--- config.mk ---
export PLATFORM = sky130hd
export DESIGN_NAME = prio_vec_intc
export DESIGN_NICKNAME = d
export VERILOG_FILES = /design/src/rtl/pic_pkg.sv /design/src/rtl/pic_regs.sv /design/src/rtl/pic_norm_arb.sv /design/src/rtl/pic_req_out.sv /design/src/rtl/prio_vec_intc.sv
export SDC_FILE = /design/constraint.sdc
export NUM_CORES = 2
export LEC_CHECK = 0
export ABC_AREA = 1
export BUFFER_PORTS_ARGS = -buffer_cell sky130_fd_sc_hd__buf_4
export CAP_MARGIN = 20
export CELL_PAD_IN_SITES_DETAIL_PLACEMENT = 1
export CELL_PAD_IN_SITES_GLOBAL_PLACEMENT = 1
export CORE_MARGIN = 1
export CORE_UTILIZATION = 40
export CTS_CLUSTER_SIZE = 40
export DETAILED_ROUTE_END_ITERATION = 12
export GPL_TIMING_DRIVEN = 1
export HOLD_SLACK_MARGIN = 0.12
export PLACE_DENSITY = 0.72
export SLEW_MARGIN = 20
export SYNTH_ARGS = -nofsm -noshare
export SYNTH_HDL_FRONTEND = slang
export SYNTH_HIERARCHICAL = 1
export SYNTH_SLANG_ARGS = --single-unit
--- constraint.sdc ---
create_clock -name clk -period 55.3 [get_ports clk]
set_clock_uncertainty 0.15 [all_clocks]
set_input_delay 16.59 -clock clk [delete_from_list [all_inputs] [get_ports clk]]
set_output_delay 16.59 -clock clk [all_outputs]
set_load 0.02 [all_outputs]
--- src/rtl/pic_pkg.sv ---
package pic_pkg;
  localparam int NSRC   = 64;
  localparam int PW     = 4;
  localparam int GRP_SZ = 32 / PW;
  localparam int NGRP   = NSRC / GRP_SZ;
  localparam int IDXW   = $clog2(NSRC);
  localparam int MASKW  = 5;

  // word index = byte offset >> 2
  localparam logic [4:0] W_CTRL   = 5'd0;
  localparam logic [4:0] W_MASK   = 5'd1;
  localparam logic [4:0] W_ENNUM  = 5'd2;
  localparam logic [4:0] W_DISNUM = 5'd3;
  localparam logic [4:0] W_ENH    = 5'd4;
  localparam logic [4:0] W_ENL    = 5'd5;
  localparam logic [4:0] W_TYH    = 5'd6;
  localparam logic [4:0] W_TYL    = 5'd7;
  localparam logic [4:0] W_PRLO   = 5'd8;
  localparam logic [4:0] W_PRHI   = 5'd15;
  localparam logic [4:0] W_NVEC   = 5'd16;
  localparam logic [4:0] W_FVEC   = 5'd17;
  localparam logic [4:0] W_RAWH   = 5'd18;
  localparam logic [4:0] W_RAWL   = 5'd19;
  localparam logic [4:0] W_FRCH   = 5'd20;
  localparam logic [4:0] W_FRCL   = 5'd21;
  localparam logic [4:0] W_NPH    = 5'd22;
  localparam logic [4:0] W_NPL    = 5'd23;
  localparam logic [4:0] W_FPH    = 5'd24;
  localparam logic [4:0] W_FPL    = 5'd25;

  typedef struct packed {
    logic          found;
    logic [2:0]    idx;
    logic [PW-1:0] prio;
  } pick_t;

  // best of eight candidates; later index wins on equal priority
  function automatic pick_t pick8(input logic [7:0] v, input logic [8*PW-1:0] p);
    pick_t r;
    r = '0;
    for (int i = 0; i < 8; i++) begin
      if (v[i] && (!r.found || p[i*PW +: PW] >= r.prio)) begin
        r.found = 1'b1;
        r.idx   = 3'(i);
        r.prio  = p[i*PW +: PW];
      end
    end
    return r;
  endfunction

  function automatic logic mask_pass(input logic [PW-1:0] prio, input logic [MASKW-1:0] mask);
    if (mask == 5'h1F) return 1'b0;
    if (mask[4])       return 1'b1;
    return {1'b0, prio} > mask;
  endfunction

  function automatic logic [31:0] vec_word(input logic found, input logic [IDXW-1:0] idx,
                                           input logic [PW-1:0] prio);
    if (!found) return 32'hFFFF_FFFF;
    return {{(16-IDXW){1'b0}}, idx, {(16-PW){1'b0}}, prio};
  endfunction

  function automatic logic [IDXW-1:0] top_index(input logic [NSRC-1:0] v);
    logic [IDXW-1:0] r;
    r = '0;
    for (int i = 0; i < NSRC; i++) if (v[i]) r = IDXW'(i);
    return r;
  endfunction
endpackage

--- src/rtl/pic_regs.sv ---
module pic_regs
  import pic_pkg::*;
#(
  parameter int N_SRC = NSRC
) (
  input  logic                  clk,
  input  logic                  rst_n,
  input  logic                  wr_i,
  input  logic [4:0]            widx_i,
  input  logic [31:0]           wdata_i,
  output logic [31:0]           ctrl_o,
  output logic [MASKW-1:0]      mask_o,
  output logic [N_SRC-1:0]      enable_o,
  output logic [N_SRC-1:0]      route_o,
  output logic [N_SRC-1:0]      force_o,
  output logic [N_SRC*PW-1:0]   prio_o
);
  localparam int NG = N_SRC / GRP_SZ;
  localparam int GW = $clog2(NG);

  logic [31:0]         ctrl_q;
  logic [MASKW-1:0]    mask_q;
  logic [N_SRC-1:0]    enable_q, route_q, force_q;
  logic [NG-1:0][31:0] prio_q;

  logic            num_ok, en_set_hit, en_clr_hit, num_bad_hit, prio_hit;
  logic [IDXW-1:0] num_idx;
  logic [GW-1:0]   grp_sel;

  assign num_ok      = wdata_i < 32'(N_SRC);
  assign num_idx     = wdata_i[IDXW-1:0];
  assign en_set_hit  = wr_i && (widx_i == W_ENNUM) && num_ok;
  assign en_clr_hit  = wr_i && (widx_i == W_DISNUM) && num_ok;
  assign num_bad_hit = wr_i && ((widx_i == W_ENNUM) || (widx_i == W_DISNUM)) && !num_ok;
  assign prio_hit    = wr_i && (widx_i >= W_PRLO) && (widx_i <= W_PRHI);
  assign grp_sel     = GW'(W_PRHI - widx_i);

  always_ff @(posedge clk or negedge rst_n) begin
    if (!rst_n) begin
      ctrl_q   <= '0;
      mask_q   <= 5'h1F;
      enable_q <= '0;
      route_q  <= '0;
      force_q  <= '0;
      prio_q   <= '0;
    end else begin
      if (en_set_hit) enable_q[num_idx] <= 1'b1;
      if (en_clr_hit) enable_q[num_idx] <= 1'b0;
      if (prio_hit)   prio_q[grp_sel]   <= wdata_i;
      if (wr_i) begin
        case (widx_i)
          W_CTRL: ctrl_q            <= wdata_i;
          W_MASK: mask_q            <= wdata_i[MASKW-1:0];
          W_ENH:  enable_q[63:32]   <= wdata_i;
          W_ENL:  enable_q[31:0]    <= wdata_i;
          W_TYH:  route_q[63:32]    <= wdata_i;
          W_TYL:  route_q[31:0]     <= wdata_i;
          W_FRCH: force_q[63:32]    <= wdata_i;
          W_FRCL: force_q[31:0]     <= wdata_i;
          default: ;
        endcase
      end
    end
  end

  assign ctrl_o   = ctrl_q;
  assign mask_o   = mask_q;
  assign enable_o = enable_q;
  assign route_o  = route_q;
  assign force_o  = force_q;
  assign prio_o   = prio_q;

  // number write touches its own bit only
  p_en_set_r2: assert property (@(posedge clk) disable iff (!rst_n)
    en_set_hit |=> enable_q[$past(num_idx)] &&
      ((enable_q ^ $past(enable_q)) & ~(64'd1 << $past(num_idx))) == '0);
  p_en_clr_r2: assert property (@(posedge clk) disable iff (!rst_n)
    en_clr_hit |=> !enable_q[$past(num_idx)] &&
      ((enable_q ^ $past(enable_q)) & ~(64'd1 << $past(num_idx))) == '0);
  // out-of-range numbers leave the map alone
  p_num_range_r3: assert property (@(posedge clk) disable iff (!rst_n)
    num_bad_hit |=> $stable(enable_q));
endmodule

--- src/rtl/pic_norm_arb.sv ---
module pic_norm_arb
  import pic_pkg::*;
#(
  parameter int N_SRC = NSRC
) (
  input  logic                 clk,
  input  logic                 rst_n,
  input  logic [N_SRC-1:0]     pend_i,
  input  logic [N_SRC*PW-1:0]  prio_i,
  output logic                 win_found_o,
  output logic [IDXW-1:0]      win_idx_o,
  output logic [PW-1:0]        win_prio_o
);
  localparam int NG = N_SRC / GRP_SZ;

  logic [NG-1:0]       grp_found;
  logic [NG*PW-1:0]    grp_prio;
  logic [NG-1:0][2:0]  grp_idx;
  pick_t               final_pick;

  for (genvar g = 0; g < NG; g++) begin : g_grp
    pick_t loc;
    assign loc = pick8(pend_i[g*GRP_SZ +: GRP_SZ], prio_i[g*GRP_SZ*PW +: GRP_SZ*PW]);
    assign grp_found[g]          = loc.found;
    assign grp_prio[g*PW +: PW]  = loc.prio;
    assign grp_idx[g]            = loc.idx;
  end

  assign final_pick  = pick8(grp_found, grp_prio);
  assign win_found_o = final_pick.found;
  assign win_idx_o   = {final_pick.idx, grp_idx[final_pick.idx]};
  assign win_prio_o  = final_pick.prio;

  // winner is a pending source; no winner means nothing pending
  p_win_pending_r7: assert property (@(posedge clk) disable iff (!rst_n)
    win_found_o |-> pend_i[win_idx_o]);
  p_win_none_r7: assert property (@(posedge clk) disable iff (!rst_n)
    !win_found_o |-> (pend_i == '0));
  p_win_prio_r7: assert property (@(posedge clk) disable iff (!rst_n)
    win_found_o |-> (prio_i[win_idx_o*PW +: PW] == win_prio_o));
endmodule

--- src/rtl/pic_req_out.sv ---
module pic_req_out
  import pic_pkg::*;
(
  input  logic             clk,
  input  logic             rst_n,
  input  logic             norm_found_i,
  input  logic [PW-1:0]    norm_prio_i,
  input  logic [MASKW-1:0] mask_i,
  input  logic             fast_any_i,
  output logic             irq_norm_o,
  output logic             irq_fast_o
);
  logic norm_go;
  assign norm_go = norm_found_i && mask_pass(norm_prio_i, mask_i);

  always_ff @(posedge clk or negedge rst_n) begin
    if (!rst_n) begin
      irq_norm_o <= 1'b0;
      irq_fast_o <= 1'b0;
    end else begin
      irq_norm_o <= norm_go;
      irq_fast_o <= fast_any_i;
    end
  end

  // fast request follows pending one cycle later
  p_fast_req_r10: assert property (@(posedge clk) disable iff (!rst_n)
    fast_any_i |=> irq_fast_o);
  p_fast_idle_r11: assert property (@(posedge clk) disable iff (!rst_n)
    !fast_any_i |=> !irq_fast_o);
  // full threshold or empty contest keeps normal request low
  p_norm_block_r9: assert property (@(posedge clk) disable iff (!rst_n)
    (mask_i == 5'h1F) |=> !irq_norm_o);
  p_norm_none_r9: assert property (@(posedge clk) disable iff (!rst_n)
    !norm_found_i |=> !irq_norm_o);
endmodule

--- src/rtl/prio_vec_intc.sv ---
module prio_vec_intc
  import pic_pkg::*;
(
  input  logic        clk,
  input  logic        rst_n,
  input  logic [63:0] src_i,
  input  logic        bus_sel_i,
  input  logic        bus_wr_i,
  input  logic [6:0]  bus_addr_i,
  input  logic [31:0] bus_wdata_i,
  output logic [31:0] bus_rdata_o,
  output logic        irq_norm_o,
  output logic        irq_fast_o
);
  logic [4:0]           widx;
  logic                 wr;
  logic [31:0]          ctrl;
  logic [MASKW-1:0]     mask;
  logic [NSRC-1:0]      enable, route, frc, active, npend, fpend;
  logic [NSRC*PW-1:0]   prio;
  logic                 win_found;
  logic [IDXW-1:0]      win_idx;
  logic [PW-1:0]        win_prio;
  logic                 fast_any;
  logic [31:0]          nvec, fvec;
  logic [2:0]           rd_grp;

  assign widx = bus_addr_i[6:2];
  assign wr   = bus_sel_i && bus_wr_i;

  pic_regs #(.N_SRC(NSRC)) u_regs (
    .clk(clk), .rst_n(rst_n), .wr_i(wr), .widx_i(widx), .wdata_i(bus_wdata_i),
    .ctrl_o(ctrl), .mask_o(mask), .enable_o(enable), .route_o(route),
    .force_o(frc), .prio_o(prio)
  );

  assign active = src_i | frc;
  assign npend  = active & enable & ~route;
  assign fpend  = active & enable & route;
  assign fast_any = |fpend;

  pic_norm_arb #(.N_SRC(NSRC)) u_arb (
    .clk(clk), .rst_n(rst_n), .pend_i(npend), .prio_i(prio),
    .win_found_o(win_found), .win_idx_o(win_idx), .win_prio_o(win_prio)
  );

  pic_req_out u_req (
    .clk(clk), .rst_n(rst_n), .norm_found_i(win_found), .norm_prio_i(win_prio),
    .mask_i(mask), .fast_any_i(fast_any),
    .irq_norm_o(irq_norm_o), .irq_fast_o(irq_fast_o)
  );

  assign nvec   = vec_word(win_found, win_idx, win_prio);
  assign fvec   = vec_word(fast_any, top_index(fpend), '0);
  assign rd_grp = 3'(W_PRHI - widx);

  always_comb begin
    bus_rdata_o = '0;
    if (widx >= W_PRLO && widx <= W_PRHI) begin
      bus_rdata_o = prio[rd_grp*32 +: 32];
    end else begin
      case (widx)
        W_CTRL: bus_rdata_o = ctrl;
        W_MASK: bus_rdata_o = {27'd0, mask};
        W_ENH:  bus_rdata_o = enable[63:32];
        W_ENL:  bus_rdata_o = enable[31:0];
        W_TYH:  bus_rdata_o = route[63:32];
        W_TYL:  bus_rdata_o = route[31:0];
        W_NVEC: bus_rdata_o = nvec;
        W_FVEC: bus_rdata_o = fvec;
        W_RAWH: bus_rdata_o = src_i[63:32];
        W_RAWL: bus_rdata_o = src_i[31:0];
        W_FRCH: bus_rdata_o = frc[63:32];
        W_FRCL: bus_rdata_o = frc[31:0];
        W_NPH:  bus_rdata_o = npend[63:32];
        W_NPL:  bus_rdata_o = npend[31:0];
        W_FPH:  bus_rdata_o = fpend[63:32];
        W_FPL:  bus_rdata_o = fpend[31:0];
        default: bus_rdata_o = '0;
      endcase
    end
  end

  // fast vector names a fast-pending source
  p_fvec_r8: assert property (@(posedge clk) disable iff (!rst_n)
    fast_any |-> fpend[fvec[16 +: IDXW]]);
endmodule

==> results.toml <==
[worst_setup_path]
worst-path-stages = 138
critPathTopFamily = "simple AND/OR/NAND/NOR gates"
critPathBufInv = 20
crit_slowest_cell = "a2111oi_2"
slowest_delay_ns = 0.44
r2r_slack_ns = 34.11
path_class = "input port to primary output"
arrival_ns = 37.21
cp-start-kind = "input port"
endpoint_kind = "primary output"
cp_max_fo = 12
reg2reg_depth = 140
critical_path_required_ns = 38.56
cpMostUsedCell = "nand2_1"

[sta]
whs_ns = 0.3404
final.setup.worst_slack_ns = 1.350
fmax_mhz = 18.54
finalHoldViolations = 0
slew_viol_final = 0
min_period_ns = 53.95
final-setup-viol-count = 0
slew_headroom = 0.2253
fin_crit_sh = 0.9756
worst_pin_slew_ns = 1.158

[clock_tree]
cts_hold_buf = 0
cts.clk_slew.worst_paths_ns = 0.06
clock_latency_ns = 0.67
cts_buffers = 60
cts_sinks = 487
cts_buffer_depth = 3
cts_root_buf = "clkbuf_16"
tritoncts = "yes"
cts_max_level = 2

[place]
io_buffer_count = 138
hpwl_mm = 125.3
dpl.cell_count = 6489
postPlaceCellArea_mm2 = 0.03924
place_ws_ns = -0.4243
place.gp.congestion = 0.9521

[synthesis]
synthArstFlopShare = 1.000
synthCells = 5320
synth-seq-cells = 487
synth_xor_xnor_area_share = 0
synth_top_family_by_area = "simple AND/OR/NAND/NOR gates"
synthAdderAreaFrac = 0.08648
synth_nets = 5683
muxShareOfSynthArea = 0.0002703
syn_avg_cell_area_um2 = 6.962
synth-edff-count = 0
syn_area_mm2 = 0.03704
synth_cell_types = 73
synth_seq_area_share = 0.3292
synth.area.top_cells = "dfrtp_1, nand2_1, ha_1"
synth_top_area_share = 0.3257
yosys.area_share.simple = 0.3051
yosys.area.top_type = "dfrtp_1"
synth_top_flop_cell = "dfrtp_1"
ys_warn_count = 6
synth_compound_area_frac = 0.1868

[floorplanning]
row_count = 111
die-area_mm2 = 0.09381
start_util = 0.4041
die_width_um = 306.3
die_h_um = 306.3
ios = 141
core_mm2 = 0.09166

[route]
postRouteAntennaNets = 0
avgRoutedWirePerCell_um = 25.07
drt_iter0_drc = 3291
drc = 0
first_pass_iters = 5
vias_per_cell = 5.902
vias = 39070
wl_mm = 165.9

[global_route]
antenna_found_initial = 5
globalRouteOverflowTotal = 0
grt_pass1_wl_mm = 247.0
grt_start_max_net_pins = 144
grt_pass1_vias = 39110
grtUsageTotal = 0.3490

[cells_and_area]
layout_commonest_cell = "nand2_1"
final_cell_mix = "nand2_1, inv_1, dfrtp_1"
areaGrowthSynthToFinish_pct = 12.72
layout.cells.non_filler = 6620
nNetsFinal = 5746
fin_area_mm2 = 0.04175
drive_gt1_frac = 0.1062

[outcome]
status = "finished clean"

[flow_run]
max_cap_viol_count = 0

[worst_hold_path]
hold_depth = 2
hold_path.class = "register to register"
==> registers in the layout (all words and copies together), names as in the netlist <==
register	cells
u_regs/mask_o	5
u_req/irq_norm_o	1
u_req/irq_fast_o	1
u_regs/prio_o	256
u_regs/enable_o	64
u_regs/ctrl_o	32
u_regs/force_o	64
u_regs/route_o	64
==> Yosys cell counts, types with 7 or more instances <==
cell type	count
nand2_1	1429
nor3_1	23
o221ai_1	7
clkbuf_1	168
dfrtp_1	482
a31oi_1	7
or2_2	60
o21ai_1	80
o21bai_1	10
inv_2	41
a22o_1	16
o21ai_0	468
ha_1	256
nor2_2	15
buf_1	12
buf_4	10
a2111oi_0	21
a21oi_1	191
nor2_1	367
a221oi_1	49
inv_1	578
and2_1	52
nand3b_1	21
o22ai_1	38
o2111ai_1	10
buf_6	9
nand4_1	64
o211ai_1	10
or2_4	8
a21boi_0	14
o21a_1	53
a22oi_1	138
nand2_2	10
buf_2	34
nand2_4	17
nand3_1	475
==> layout make-up <==
type / instances / area (um^2)
Fill cell: 11790 / 49920
Multi-Input combinational cell: 3977 / 21670
Sequential cell: 487 / 12190
Inverter: 623 / 2390
Clock buffer: 91 / 1821
Timing Repair Buffer: 234 / 1789
Tap cell: 1186 / 1484
Clock inverter: 21 / 394.1
Antenna cell: 1 / 2.502
==> layer usage <==
metal / global-route usage / share of wire / up-vias / wire length [um]
met4: 0.1520 / 0.048 / 8 / 8047
met5: 0 / 0.00032 / - / 53
met3: 0.05046 / 0.064 / 305 / 10700
met1: 0.4585 / 0.43 / 19570 / 71030
met2: 0.5698 / 0.46 / 1282 / 76110
li1: - / - / 17900 / -
==> kinds of logic (layout without fill, tap and decap cells) <==
| kind of cell | count (synthesis) | count (layout) |
|---|---|---|
| AO/OA/AOI/OAI | 1143 | 1144 |
| adder cells (fa/ha/maj) | 256 | 256 |
| buffers and inverters | 857 | 969 |
| flip-flops | 487 | 487 |
| multiplexers | 1 | 1 |
| other | 0 | 1 |
| AND/OR/NAND/NOR | 2576 | 2576 |
==> through the flow <==
stage	utilization	TNS, ns
floorplan	-	0
global placement	0.4281	0
detailed placement	0.4281	-2.735
CTS	0.4525	0
global route	0.4554	-0.1277
finish	0.4554	0
==> tightest hold or removal path: cells and delay by family (launching register included) <==
kind	cells	cell delay, ns
AND/OR/NAND/NOR	1	0.06
flip-flops	1	0.34
AO/OA/AOI/OAI	1	0.06
==> worst paths after layout <==
kind,start,end
max in group asynchronous,rst_n,u_regs/prio_o[14]$_DFFE_PN0P_
worst max-delay path,src_i[8],bus_rdata_o[1]
worst max register to register,u_regs/enable_o[8]$_DFF_PN0_,u_req/irq_norm_o$_DFF_PN0_
worst min-delay path,u_regs/ctrl_o[5]$_DFFE_PN0P_,u_regs/ctrl_o[5]$_DFFE_PN0P_
worst min register to register,u_regs/ctrl_o[5]$_DFFE_PN0P_,u_regs/ctrl_o[5]$_DFFE_PN0P_
min in group asynchronous,rst_n,u_regs/enable_o[5]$_DFF_PN0_
==> what timing repair did <==
action	4_1_cts	5_1_grt
pin swaps	0	9
setup endpoints to repair	31	32
gates cloned	0	1
resized for setup	5	33
buffers inserted	0	17
Power is left out: the tool's default activity adds up to more than one toggle a clock period on the data nets, which glitch-free logic cannot reach.
